==> config.mk <==
export PLATFORM = sky130hd
export DESIGN_NAME = trace_exc_ctrl
export DESIGN_NICKNAME = d
export VERILOG_FILES = /design/src/rtl/trc_pkg.sv /design/src/rtl/trc_start_capture.sv /design/src/rtl/trc_decide.sv /design/src/rtl/trc_select.sv /design/src/rtl/trace_exc_ctrl.sv
export SDC_FILE = /design/constraint.sdc
export NUM_CORES = 1
export LEC_CHECK = 0
export BUFFER_PORTS_ARGS = -buffer_cell sky130_fd_sc_hd__buf_2
export CELL_PAD_IN_SITES_DETAIL_PLACEMENT = 0
export CELL_PAD_IN_SITES_GLOBAL_PLACEMENT = 1
export CORE_ASPECT_RATIO = 0.6
export CORE_MARGIN = 3
export CORE_UTILIZATION = 38
export CTS_CLUSTER_DIAMETER = 40
export DETAILED_ROUTE_END_ITERATION = 7
export HOLD_SLACK_MARGIN = 0.12
export MAX_ROUTING_LAYER = met4
export PLACE_DENSITY = 0.83
export SLEW_MARGIN = 20
export SYNTH_ARGS = -nofsm -noshare
export SYNTH_HDL_FRONTEND = slang
export SYNTH_SLANG_ARGS = --single-unit
export TNS_END_PERCENT = 50
==> constraint.sdc <==
create_clock -name clk -period 1.9 [get_ports clk]
set_input_delay 0.57 -clock clk [delete_from_list [all_inputs] [get_ports clk]]
set_output_delay 0.57 -clock clk [all_outputs]
set_load 0.02 [all_outputs]
==> src/rtl/trc_pkg.sv <==
package trc_pkg;

  typedef enum logic [1:0] {
    TM_OFF  = 2'b00,
    TM_FLOW = 2'b01,
    TM_ALL  = 2'b10,
    TM_RSVD = 2'b11
  } tmode_e;

  localparam int SEL_FORCE = 0;
  localparam int SEL_TRACE = 1;
  localparam int SEL_IRQ   = 2;
  localparam int SEL_BKPT  = 3;
  localparam int NSEL      = 4;

  function automatic logic mode_traces(tmode_e m);
    return (m == TM_FLOW) || (m == TM_ALL);
  endfunction

  function automatic logic mode_fires(tmode_e m, logic flow);
    return (m == TM_ALL) || ((m == TM_FLOW) && flow);
  endfunction

endpackage

==> src/rtl/trc_start_capture.sv <==
module trc_start_capture
  import trc_pkg::*;
#(
  parameter int AW = 32
) (
  input  logic          clk,
  input  logic          rst_n,
  input  logic          instr_start,
  input  logic [1:0]    trace_mode,
  input  logic [AW-1:0] start_pc,
  output tmode_e        cur_mode,
  output logic [AW-1:0] cur_pc,
  output logic          mode_err
);

  tmode_e        mode_n;
  logic [AW-1:0] pc_n;
  logic          err_n;

  always_comb begin
    mode_n = cur_mode;
    pc_n   = cur_pc;
    err_n  = mode_err;
    if (instr_start) begin
      mode_n = tmode_e'(trace_mode);
      pc_n   = start_pc;
      if (tmode_e'(trace_mode) == TM_RSVD) err_n = 1'b1;
    end
  end

  always_ff @(posedge clk or negedge rst_n) begin
    if (!rst_n) begin
      cur_mode <= TM_OFF;
      cur_pc   <= '0;
      mode_err <= 1'b0;
    end else begin
      cur_mode <= mode_n;
      cur_pc   <= pc_n;
      mode_err <= err_n;
    end
  end

  assert_err_sticky_R12: assert property (@(posedge clk) disable iff (!rst_n)
    mode_err |=> mode_err);

  assert_err_on_rsvd_R12: assert property (@(posedge clk) disable iff (!rst_n)
    (instr_start && trace_mode == 2'b11) |=> mode_err);

endmodule

==> src/rtl/trc_decide.sv <==
module trc_decide
  import trc_pkg::*;
#(
  parameter int AW = 32
) (
  input  logic          clk,
  input  logic          rst_n,
  input  logic          eval_en,
  input  logic          exc_proc,
  input  logic          done_ok,
  input  logic          flow_chg,
  input  logic          not_exec,
  input  logic          fault_abort,
  input  logic          rte_fault,
  input  tmode_e        cur_mode,
  input  logic [AW-1:0] cur_pc,
  output logic          trace_hit,
  output logic          pend
);

  tmode_e        pend_mode;
  logic [AW-1:0] pend_pc;

  logic          pend_n;
  tmode_e        pend_mode_n;
  logic [AW-1:0] pend_pc_n;
  logic          live;
  logic          resolving;
  logic          completed;
  tmode_e        eff_mode;

  always_comb begin
    live      = eval_en && !exc_proc;
    resolving = pend && (cur_pc == pend_pc);
    completed = done_ok && !not_exec && !fault_abort && !rte_fault;
    eff_mode  = resolving ? pend_mode : cur_mode;
    trace_hit = live && completed && mode_fires(eff_mode, flow_chg);
  end

  always_comb begin
    pend_n      = pend;
    pend_mode_n = pend_mode;
    pend_pc_n   = pend_pc;
    if (live) begin
      if (fault_abort) begin
        if (!pend && mode_traces(cur_mode)) begin
          pend_n      = 1'b1;
          pend_mode_n = cur_mode;
          pend_pc_n   = cur_pc;
        end
      end else if (completed && resolving) begin
        pend_n = 1'b0;
      end
    end
  end

  always_ff @(posedge clk or negedge rst_n) begin
    if (!rst_n) begin
      pend      <= 1'b0;
      pend_mode <= TM_OFF;
      pend_pc   <= '0;
    end else begin
      pend      <= pend_n;
      pend_mode <= pend_mode_n;
      pend_pc   <= pend_pc_n;
    end
  end

  assert_fault_defers_R5: assert property (@(posedge clk) disable iff (!rst_n)
    (eval_en && !exc_proc && fault_abort && mode_traces(cur_mode)) |=> pend);

  assert_busy_no_pend_R9: assert property (@(posedge clk) disable iff (!rst_n)
    (!pend && eval_en && exc_proc) |=> !pend);

endmodule

==> src/rtl/trc_select.sv <==
module trc_select
  import trc_pkg::*;
#(
  parameter int          AW   = 32,
  parameter int          SRW  = 16,
  parameter int          VOW  = 12,
  parameter logic [11:0] VOFF = 12'h024
) (
  input  logic            clk,
  input  logic            rst_n,
  input  logic            eval_en,
  input  logic            trace_hit,
  input  logic            force_req,
  input  logic            irq_req,
  input  logic            bkpt_req,
  input  logic [AW-1:0]   cur_pc,
  input  logic [AW-1:0]   next_pc,
  input  logic [SRW-1:0]  sr_in,
  output logic [NSEL-1:0] take_sel,
  output logic            owe,
  output logic            frm_valid,
  output logic [AW-1:0]   frm_instr_addr,
  output logic [VOW-1:0]  frm_vec_off,
  output logic [AW-1:0]   frm_next_pc,
  output logic [SRW-1:0]  frm_sr
);

  logic [NSEL-1:0] req;
  logic [NSEL-1:0] grant;
  logic [NSEL-1:0] sel_n;
  logic            owe_n;
  logic            fv_n;
  logic            frm_load;

  assign req[SEL_FORCE] = force_req;
  assign req[SEL_TRACE] = trace_hit;
  assign req[SEL_IRQ]   = irq_req;
  assign req[SEL_BKPT]  = bkpt_req;

  always_comb begin
    logic found;
    grant = '0;
    found = 1'b0;
    for (int i = 0; i < NSEL; i++) begin
      if (req[i] && !found) begin
        grant[i] = 1'b1;
        found    = 1'b1;
      end
    end
  end

  always_comb begin
    sel_n    = '0;
    owe_n    = 1'b0;
    fv_n     = 1'b0;
    frm_load = eval_en && !owe && trace_hit;
    if (owe) begin
      sel_n[SEL_TRACE] = 1'b1;
      fv_n             = 1'b1;
    end else if (eval_en) begin
      sel_n = grant;
      fv_n  = grant[SEL_TRACE];
      owe_n = grant[SEL_FORCE] && trace_hit;
    end
  end

  always_ff @(posedge clk or negedge rst_n) begin
    if (!rst_n) begin
      take_sel  <= '0;
      owe       <= 1'b0;
      frm_valid <= 1'b0;
    end else begin
      take_sel  <= sel_n;
      owe       <= owe_n;
      frm_valid <= fv_n;
    end
  end

  always_ff @(posedge clk or negedge rst_n) begin
    if (!rst_n) begin
      frm_instr_addr <= '0;
      frm_next_pc    <= '0;
      frm_sr         <= '0;
    end else if (frm_load) begin
      frm_instr_addr <= cur_pc;
      frm_next_pc    <= next_pc;
      frm_sr         <= sr_in;
    end
  end

  assign frm_vec_off = VOFF[VOW-1:0];

  assert_sel_onehot_R7: assert property (@(posedge clk) disable iff (!rst_n)
    $onehot0(take_sel));

  assert_frame_with_trace_R10: assert property (@(posedge clk) disable iff (!rst_n)
    frm_valid == take_sel[SEL_TRACE]);

  assert_owed_follows_R8: assert property (@(posedge clk) disable iff (!rst_n)
    owe |=> (take_sel[SEL_TRACE] && !owe));

  assert_idle_quiet_R11: assert property (@(posedge clk) disable iff (!rst_n)
    (!eval_en && !owe) |=> (take_sel == '0));

endmodule

==> src/rtl/trace_exc_ctrl.sv <==
module trace_exc_ctrl
  import trc_pkg::*;
#(
  parameter int          AW   = 32,
  parameter int          SRW  = 16,
  parameter int          VOW  = 12,
  parameter logic [11:0] VOFF = 12'h024
) (
  input  logic            clk,
  input  logic            rst_n,
  input  logic            instr_start,
  input  logic [1:0]      trace_mode,
  input  logic [AW-1:0]   start_pc,
  input  logic            instr_end,
  input  logic            done_ok,
  input  logic            flow_chg,
  input  logic            not_exec,
  input  logic            fault_abort,
  input  logic            rte_fault,
  input  logic [AW-1:0]   next_pc,
  input  logic [SRW-1:0]  sr_in,
  input  logic            exc_proc,
  input  logic            force_req,
  input  logic            irq_req,
  input  logic            bkpt_req,
  output logic [NSEL-1:0] take_sel,
  output logic            frm_valid,
  output logic [AW-1:0]   frm_instr_addr,
  output logic [VOW-1:0]  frm_vec_off,
  output logic [AW-1:0]   frm_next_pc,
  output logic [SRW-1:0]  frm_sr,
  output logic            mode_err
);

  tmode_e        cur_mode;
  logic [AW-1:0] cur_pc;
  logic          trace_hit;
  logic          pend;
  logic          owe;
  logic          eval_en;

  assign eval_en = instr_end && !owe;

  trc_start_capture #(.AW(AW)) u_cap (
    .clk         (clk),
    .rst_n       (rst_n),
    .instr_start (instr_start),
    .trace_mode  (trace_mode),
    .start_pc    (start_pc),
    .cur_mode    (cur_mode),
    .cur_pc      (cur_pc),
    .mode_err    (mode_err)
  );

  trc_decide #(.AW(AW)) u_dec (
    .clk         (clk),
    .rst_n       (rst_n),
    .eval_en     (eval_en),
    .exc_proc    (exc_proc),
    .done_ok     (done_ok),
    .flow_chg    (flow_chg),
    .not_exec    (not_exec),
    .fault_abort (fault_abort),
    .rte_fault   (rte_fault),
    .cur_mode    (cur_mode),
    .cur_pc      (cur_pc),
    .trace_hit   (trace_hit),
    .pend        (pend)
  );

  trc_select #(.AW(AW), .SRW(SRW), .VOW(VOW), .VOFF(VOFF)) u_sel (
    .clk            (clk),
    .rst_n          (rst_n),
    .eval_en        (eval_en),
    .trace_hit      (trace_hit),
    .force_req      (force_req),
    .irq_req        (irq_req),
    .bkpt_req       (bkpt_req),
    .cur_pc         (cur_pc),
    .next_pc        (next_pc),
    .sr_in          (sr_in),
    .take_sel       (take_sel),
    .owe            (owe),
    .frm_valid      (frm_valid),
    .frm_instr_addr (frm_instr_addr),
    .frm_vec_off    (frm_vec_off),
    .frm_next_pc    (frm_next_pc),
    .frm_sr         (frm_sr)
  );

  assert_rte_untraced_R6: assert property (@(posedge clk) disable iff (!rst_n)
    (eval_en && rte_fault) |=> !take_sel[SEL_TRACE]);

  assert_busy_untraced_R9: assert property (@(posedge clk) disable iff (!rst_n)
    (eval_en && exc_proc) |=> !frm_valid ##1 !frm_valid);

  assert_noexec_untraced_R4: assert property (@(posedge clk) disable iff (!rst_n)
    (eval_en && not_exec) |=> !take_sel[SEL_TRACE] ##1 !take_sel[SEL_TRACE]);

  assert_force_then_trace_R8: assert property (@(posedge clk) disable iff (!rst_n)
    (eval_en && force_req && trace_hit) |=> take_sel[SEL_FORCE] ##1 take_sel[SEL_TRACE]);

  assert_reset_pend_R11: assert property (@(posedge clk) disable iff (!rst_n)
    (pend && !eval_en) |=> pend);

endmodule

Yosys cells after proc, flatten, opt, wreduce, memory -nomap -nowiden
Index checks and enable logic that the tools add are counted.

Word-level logic and storage cells: 69. Bits in latches: 0. Flip-flop bits (word level): 156. Output and inout bits: 98. Memory bits (read-only): 0. Memories kept: 0. Bits in writable memories: 0. Input port bits: 95.

Shift-type cells: 0. Bitwise operators: 0. Reductions and logical operators: 32. Eq/ne operators: 7. Order comparisons: 0. Divide/modulo/power cells: 0. Multipliers: 0. Multiplexer cells: 18. Add/sub/neg operators: 0.

Operators with widths (number): equality test 32 bit (1); logical AND 1 bit (17); 2-to-1 mux 1 bit (15); zero test 1 bit (9); equality test 2 bit (second input constant) (3); AND reduction 3 bit (2); equality test 2 x 1 -> 1 bit (second input constant) (2); 2-to-1 mux 2 bit (2); 2-to-1 mux 4 bit (1); logical OR 1 bit (2); inequality test 2 x 1 -> 1 bit (second input constant) (1); AND reduction 2 bit (1); nonzero test 2 bit (1).

Logic depth before layout (Yosys ltp)
Gate-level depths: netlist (run 1).

Depth after elaboration: 17. Mapped depth: 8. Gate-level depth less buffers: 6.

Modules after synthesis
Synthesis (run 1) repeated with hierarchy kept, for this count alone.

Cell total of the unflattened synthesis: 416. Area total of the unflattened synthesis: 6877.8 sq um.

By module, submodules not included: trc_select (seq. area each 2127.0 sq um, cells an instance 198, instances 1, area an instance 3666.0 sq um); trc_decide (seq. area each 875.8 sq um, cells an instance 143, instances 1, area an instance 1750.4 sq um); trc_start_capture (seq. area each 875.8 sq um, cells an instance 74, instances 1, area an instance 1447.6 sq um); trace_exc_ctrl (seq. area each 0.0 sq um, cells an instance 1, instances 1, area an instance 13.8 sq um).

Worst setup path after synthesis (run 1)
No wires, ideal clock.

Kind: input port to flip-flop. Start point: in rte_fault. End point: reg u_sel.frm_instr_addr[21]. Arrival time: 1.964 ns. Setup time: 0.125 ns. Required time: 1.775 ns. Buffers on the path: 2. Stages: 8. Setup slack: -0.189 ns. Cell sequence: nor4b_1 > nand2_1 > a21oi_1 > and4_1 > a21o_1 > buf_6 > buf_6 > mux2_4.

Cells in the longest elaborated chain, start to end: 5.

RTL lines: start: declaration (RTL line trace_exc_ctrl.sv:19) `input logic rte_fault,`; zero test 1 bit (RTL line trc_decide.sv:35) `completed = done_ok && !not_exec && !fault_abort && !rte_fault;`; logical AND 1 bit (RTL line trc_decide.sv:35); logical AND 1 bit (2 in a row) (RTL line trc_decide.sv:37) `trace_hit = live && completed && mode_fires(eff_mode, flow_chg);`; logical AND 1 bit (RTL line trc_select.sv:56) `frm_load = eval_en && !owe && trace_hit;`; end signal: assignment (RTL line trc_select.sv:85) `frm_instr_addr <= cur_pc;`; end: declaration (RTL line trc_select.sv:22) `output logic [AW-1:0] frm_instr_addr,`.

No other way between the ends. A chain may end at the register's enable or synchronous reset.

Final worst setup path (run 1)
Start point: reg u_dec.pend_pc[8]. End point: reg u_sel.frm_sr[13].

Cells in the longest elaborated chain, start to end: 8. Elaborated cells between the ends (all ways): 9. Classes of those cells: eq/ne (3); mux (1); reduce/logical (5).

RTL lines: start: declaration (RTL line trc_decide.sv:22) `logic [AW-1:0] pend_pc;`; start signal: assignment (RTL line trc_decide.sv:65) `pend_pc <= pend_pc_n;`; equality test 32 bit (*) (RTL line trc_decide.sv:34) `resolving = pend && (cur_pc == pend_pc);`; logical AND 1 bit (*) (RTL line trc_decide.sv:34); 2-to-1 mux 2 bit (*) (RTL line trc_decide.sv:36) `eff_mode = resolving ? pend_mode : cur_mode;`; equality test 2 x 1 -> 1 bit (RTL line trc_pkg.sv:21) `return (m == TM_ALL) || ((m == TM_FLOW) && flow);`; logical AND 1 bit (RTL line trc_pkg.sv:21); logical OR 1 bit (*) (RTL line trc_pkg.sv:21); logical AND 1 bit (*) (RTL line trc_decide.sv:37); logical AND 1 bit (*) (RTL line trc_select.sv:56); end signal: assignment (RTL line trc_select.sv:87) `frm_sr <= sr_in;`; end: declaration (RTL line trc_select.sv:25) `output logic [SRW-1:0] frm_sr`.

Every way passes the cells marked *; elsewhere a longest branch is shown, timed or not.

==> metrics, run 1 <==
status=finished, violations left; violated checks=setup timing; top-count cell post-synth=dfrtp_1; top cell type's share of synthesized area=59.8%; final worst path period share=120%; drt pass-1 iters=4; Post-DRT Antenna Nets=0; Top FF cell, synth=dfrtp_1; CORE AREA=16500 µm²; Cell Pwr Density=1140 nW/µm²; initial antenna violation count=1; Design Area, Final=8900 µm²; Peak Freq=0.438 GHz; routability cong.=0.767; root buffer cell=clkbuf_16; vias=4048; first-pass GRT wire length=22800 µm; overall global routing resource usage=16.1%; H-tree Lvls=4; Post-Synthesis Cell Area=6480 µm²; Layout Skew=0.0117 ns; worst vdd ir=517 µV; Worst Path Required=2.19 ns; dpl ws=-0.632 ns; largest area contributor in the netlist=dfrtp_1; vias in the first global route=4278; register area share after synthesis=59.8%; DP Wirelength=10100 µm; post-synth cell types=31; setup violators final=85; HP Start=sr_in[6]; crit-path max FO=9; Routed WL=14500 µm; CP startpoint kind=flop; clk_lat worst skew=0.41 ns; # placed instances=833; layout filler cell count=1401; Leak=4.46 nW; Arr. time, crit path=2.57 ns; Post-Synthesis Cells=405; EDFF count, synth=0; DR vias/cell=4.56; Area Overhead vs Synth=37.2%; GRT Residual Overflow=0; Slew Viols, Final=0; R2R depth=8; largest net degree at the start of global routing=49; hold endpoint=u_sel.frm_sr[6]; Power, Total=10.1 mW; worst setup margin=-0.381 ns; Yosys warnings=0; syn avg cell area=16.0 µm²; Top Ports=193; final setup TNS=-29.80 ns; Final Non-Filler Cells=887; flop2flop setup slack=-0.38 ns; Final nets=740; top post-synthesis cells by area=dfrtp_1 60%, mux2_2 16%, mux2_4 13%; Cell Area, Placed=7910 µm²; IO buf count=180; ys async rst share=100%; RSZ-0062 raised after global routing=true; Clock transition at path regs=0.06 ns; num rows=36; Inserted Clock Buffers=17; DRC violations left=0; layout cells sized above 1=64.6%; Die ar.=18700 µm²; Die W=175 µm; worst r2r dst=u_sel.frm_sr[13]; Yosys reg bits=155; Post-synth top cells=155 x dfrtp_1, 91 x mux2_2, 56 x mux2_4; wire per inst=16.4 µm; final hold violation count=0; clk sink count=155; CTS tree=done; Min-Delay Path Class=input pin to flop; number of DRC markers in iteration 0=195; kind of critical path=flop to flop; worst hold path stage count=2; Worst Setup End Kind=flop; Initial Util=39.3%; min Tclk post-route=2.28 ns; maximum capacitance violations=0; clock buffer depth=2; die height=107 µm; R2R Path Start=u_dec.pend_pc[8]
sequential cells by signal, indices dropped and copies added (netlist names):
name	flops
u_cap.mode_err	1
u_cap.cur_pc	32
u_dec.pend_pc	32
u_dec.pend	1
u_sel.take_sel	4
u_sel.frm_next_pc	32
u_sel.owe	1
u_sel.frm_sr	16
u_dec.pend_mode	2
u_sel.frm_instr_addr	32
u_cap.cur_mode	2
how the worst max path moves through the flow:
stage	startpoint	end	slack, ns	depth (start not counted)
after global routing	u_cap.cur_pc[7]	u_sel.frm_instr_addr[24]	-0.47	8
final	u_dec.pend_pc[8]	u_sel.frm_sr[13]	-0.38	8
after global placement	u_dec.pend_pc[2]	u_sel.frm_sr[15]	-0.59	7
after CTS	u_cap.cur_pc[7]	u_sel.frm_instr_addr[24]	-0.39	8
after detailed placement	u_dec.pend_pc[2]	u_sel.frm_instr_addr[31]	-0.63	7
after floorplan	rte_fault	u_sel.frm_instr_addr[21]	-0.14	8
power breakdown:
group	leakage (nW)	switching (mW)	total, mW	internal [mW]
clock network	0.296	1.36	3.61	2.25
registers	1.98	0.441	4.41	3.97
logic	2.18	0.944	2.13	1.18
timing repair:
action / in CTS / in global routing
gates cloned: 5 / 1
hold buffers: 1 / 0
setup endpoints to repair: 85 / 85
hold endpoints to repair: 38 / 0
pin swaps: 10 / 2
resized for setup: 24 / 5
buffers inserted: 14 / 3
worst max-delay path, stage by stage, from the launching register on:
cell	delay, ns
dfrtp_1	0.39
xnor2_1	0.17
nand4_1	0.22
nor3_1	0.32
nand3_1	0.18
a21o_4	0.28
buf_6	0.15
buf_16	0.15
mux2_4	0.30
metal layers:
| metal | vias to the layer above | track usage [%] | share of wire, % |
|---|---|---|---|
| li1 | 1883 | - | - |
| met1 | 2044 | 22.4 | 48 |
| met3 | 10 | 4.35 | 5.1 |
| met4 | 0 | 4.04 | 0.77 |
| met2 | 111 | 23.6 | 46 |
| met5 | - | - | 0 |
cell usage in the layout, fill, tap and decap left out, types with 5 or more instances in the layout:
cell,instances
buf_4,36
clkbuf_16,18
xnor2_1,27
conb_1,12
mux2_2,89
dfrtp_1,155
nand4_1,6
mux2_4,58
xor2_1,5
buf_6,10
buf_12,9
buf_2,179
metrics by stage:
stage / utilization, % / hold WS (ns)
finish: 54.0 / 0.389
global route: 54.0 / 0.367
global placement: 48.0 / 0.445
detailed placement: 48.0 / 0.464
floorplan: - / 0.274
CTS: 53.7 / 0.375
kinds of logic after synthesis:
| kind of cell | Yosys count | share of synthesized area, % |
|---|---|---|
| other | 2 | 0.116 |
| multiplexers | 147 | 28.8 |
| AO/OA/AOI/OAI | 7 | 0.675 |
| flip-flops | 155 | 59.8 |
| buffers and inverters | 30 | 3.34 |
| AND/OR/NAND/NOR | 31 | 2.84 |
| XOR/XNOR | 33 | 4.46 |
final cells by class:
class                      count  area, µm²  share of cell area (%)
sequential                   155       3880                    43.6
clock inverter                13        190                    2.14
clock buffer                  19        443                    4.98
multi-input combinational    230       2490                    28.0
antenna                        1       2.50                  0.0281
timing repair buffer         240       1600                    18.0
tap                          228        285                    3.21
inverter                       1       3.75                  0.0422
(Power assumes the default switching activity.)
==> inputs of run 2 (changes only) <==
Settings changed: CORE_MARGIN 3 to default.
==> run 2 against run 1 <==
Net effect: the flow still finishes with violations (setup timing); hold slack lost 0.00095 ns; clock power is essentially flat; sequential share of layout area shrank 0.24 points; first-iteration DRC count shrank 15%; cell area grew 0.55%; die area shrank 5.9%; wire length grew 1.6%; critical endpoint is now u_sel.frm_next_pc[9]; largest cell class unchanged.
==> metrics, run 2 (synthesis results as in run 1) <==
Slew Viols, Final=0 (unchanged); vias in the first global route=4169 (was 4278); die height=103 µm (was 107 µm); Inserted Clock Buffers=17 (unchanged); Worst Setup End Kind=flop (unchanged); initial antenna violation count=2 (was 1); R2R Path Start=u_cap.cur_pc[2] (was u_dec.pend_pc[8]); drt pass-1 iters=4 (unchanged); RSZ-0062 raised after global routing=true (unchanged); HP Start=next_pc[26] (was sr_in[6]); hold endpoint=u_sel.frm_next_pc[26] (was u_sel.frm_sr[6]); dpl ws=-0.539 ns (was -0.632 ns); number of DRC markers in iteration 0=166 (was 195); final worst path period share=120% (about the same); Die ar.=17600 µm² (was 18700 µm²); maximum capacitance violations=0 (unchanged); CTS tree=done (unchanged); kind of critical path=flop to flop (unchanged); worst setup margin=-0.374 ns (was -0.381 ns); R2R depth=8 (unchanged); Power, Total=10.2 mW (was 10.1 mW); setup violators final=84 (was 85); Peak Freq=0.440 GHz (was 0.438 GHz); IO buf count=180 (unchanged); worst vdd ir=546 µV (was 517 µV); worst hold path stage count=2 (unchanged); DR vias/cell=4.60 (was 4.56); Worst Path Required=2.19 ns (about the same); Design Area, Final=8940 µm² (was 8900 µm²); most frequent cells in the layout=179 x buf_2, 155 x dfrtp_1, 80 x mux2_4 (was 179 x buf_2, 155 x dfrtp_1, 89 x mux2_2); commonest non-fill, non-tap cell in the layout=buf_2 (unchanged); num rows=36 (unchanged); final hold violation count=0 (unchanged); Routed WL=14800 µm (was 14500 µm); first-pass GRT wire length=22200 µm (was 22800 µm); vias=4049 (was 4048); Arr. time, crit path=2.56 ns (was 2.57 ns); Leak=4.47 nW (was 4.46 nW); wire per inst=16.8 µm (was 16.4 µm); Min-Delay Path Class=input pin to flop (unchanged); Initial Util=39.4% (was 39.3%); overall global routing resource usage=17.3% (was 16.1%); Clock transition at path regs=0.07 ns (was 0.06 ns); CP startpoint kind=flop (unchanged); violated checks=setup timing (unchanged); Top Ports=193 (unchanged); crit-path max FO=6 (was 9); clk sink count=155 (unchanged); Layout Skew=0.0139 ns (was 0.0117 ns); # placed instances=833 (unchanged); Area Overhead vs Synth=37.9% (was 37.2%); clock buffer depth=2 (unchanged); largest net degree at the start of global routing=50 (was 49); GRT Residual Overflow=0 (unchanged); DP Wirelength=10000 µm (was 10100 µm); Final nets=733 (was 740); Post-DRT Antenna Nets=0 (unchanged); flop2flop setup slack=-0.37 ns (was -0.38 ns); Cell Area, Placed=7920 µm² (was 7910 µm²); Die W=171 µm (was 175 µm); routability cong.=0.741 (was 0.767); CORE AREA=16400 µm² (was 16500 µm²); root buffer cell=clkbuf_16 (unchanged); Cell Pwr Density=1140 nW/µm² (about the same); DRC violations left=0 (unchanged); worst r2r dst=u_sel.frm_next_pc[9] (was u_sel.frm_sr[13]); status=finished, violations left (unchanged); Final Non-Filler Cells=881 (was 887); H-tree Lvls=4 (unchanged); layout cells sized above 1=63.9% (was 64.6%); min Tclk post-route=2.27 ns (was 2.28 ns); clk_lat worst skew=0.41 ns (about the same)
[run 2: area by class of cell]
type	count	area, µm²
Timing Repair Buffer	233	1570
Tap cell	228	285
Antenna cell	2	5.00
Fill cell	1358	7500
Sequential cell	155	3880
Clock buffer	19	443
Multi-Input combinational cell	230	2570
Inverter	1	3.75
Clock inverter	13	188
[run 2: power breakdown]
group          internal, mW  leakage [nW]  total [mW]  switching, mW
Combinational          1.21          2.19        2.17          0.960
Sequential             3.97          1.98        4.41          0.442
Clock                  2.25         0.301        3.63           1.38
Total                  7.43          4.47        10.2           2.78
[run 2: timing repair]
item,CTS,global route
resized for setup,17,14
pin swaps,1,7
buffers inserted,0,4
gates cloned,0,9
hold endpoints to repair,23,0
hold buffers,1,0
setup endpoints to repair,84,84
[run 2: stage by stage]
stage | setup TNS [ns] | util (%) | hold slack [ns]
final | -27.56 | 54.4 | 0.388
after global routing | -36.95 | 54.4 | 0.364
after CTS | -21.45 | 52.5 | 0.369
after detailed placement | -40.59 | 48.2 | 0.457
after global placement | -36.46 | 48.2 | 0.446
after floorplan | -9.57 | - | 0.274
[run 2: worst max-delay path by stage]
stage                      start                  endpoint  slack, ns  cells past startpoint
6_report         u_cap.cur_pc[2]      u_sel.frm_next_pc[9]      -0.37                      8
5_1_grt          u_cap.cur_pc[2]     u_sel.frm_next_pc[28]      -0.48                      8
3_3_place_gp    u_dec.pend_pc[2]     u_sel.frm_next_pc[31]      -0.48                      7
3_5_place_dp    u_dec.pend_pc[2]          u_sel.frm_sr[15]      -0.54                      7
2_1_floorplan          rte_fault  u_sel.frm_instr_addr[21]      -0.14                      8
4_1_cts        u_dec.pend_pc[10]          u_sel.frm_sr[15]      -0.32                      7
[run 2: per-layer routing]
metal  routed length (µm)  GRT usage (%)
met4                   91           4.37
met1                 7130           22.9
met3                  848           5.18
met2                 6690           26.0
met5                    0              -
[run 2: critical path, stage by stage (launching register included)]
cell and delay, ns:
dfrtp_1 0.40, xnor2_2 0.21, nand4_1 0.24, nor4_4 0.31
nand3_2 0.12, a21o_4 0.26, buf_12 0.15, clkbuf_16 0.16
mux2_4 0.30
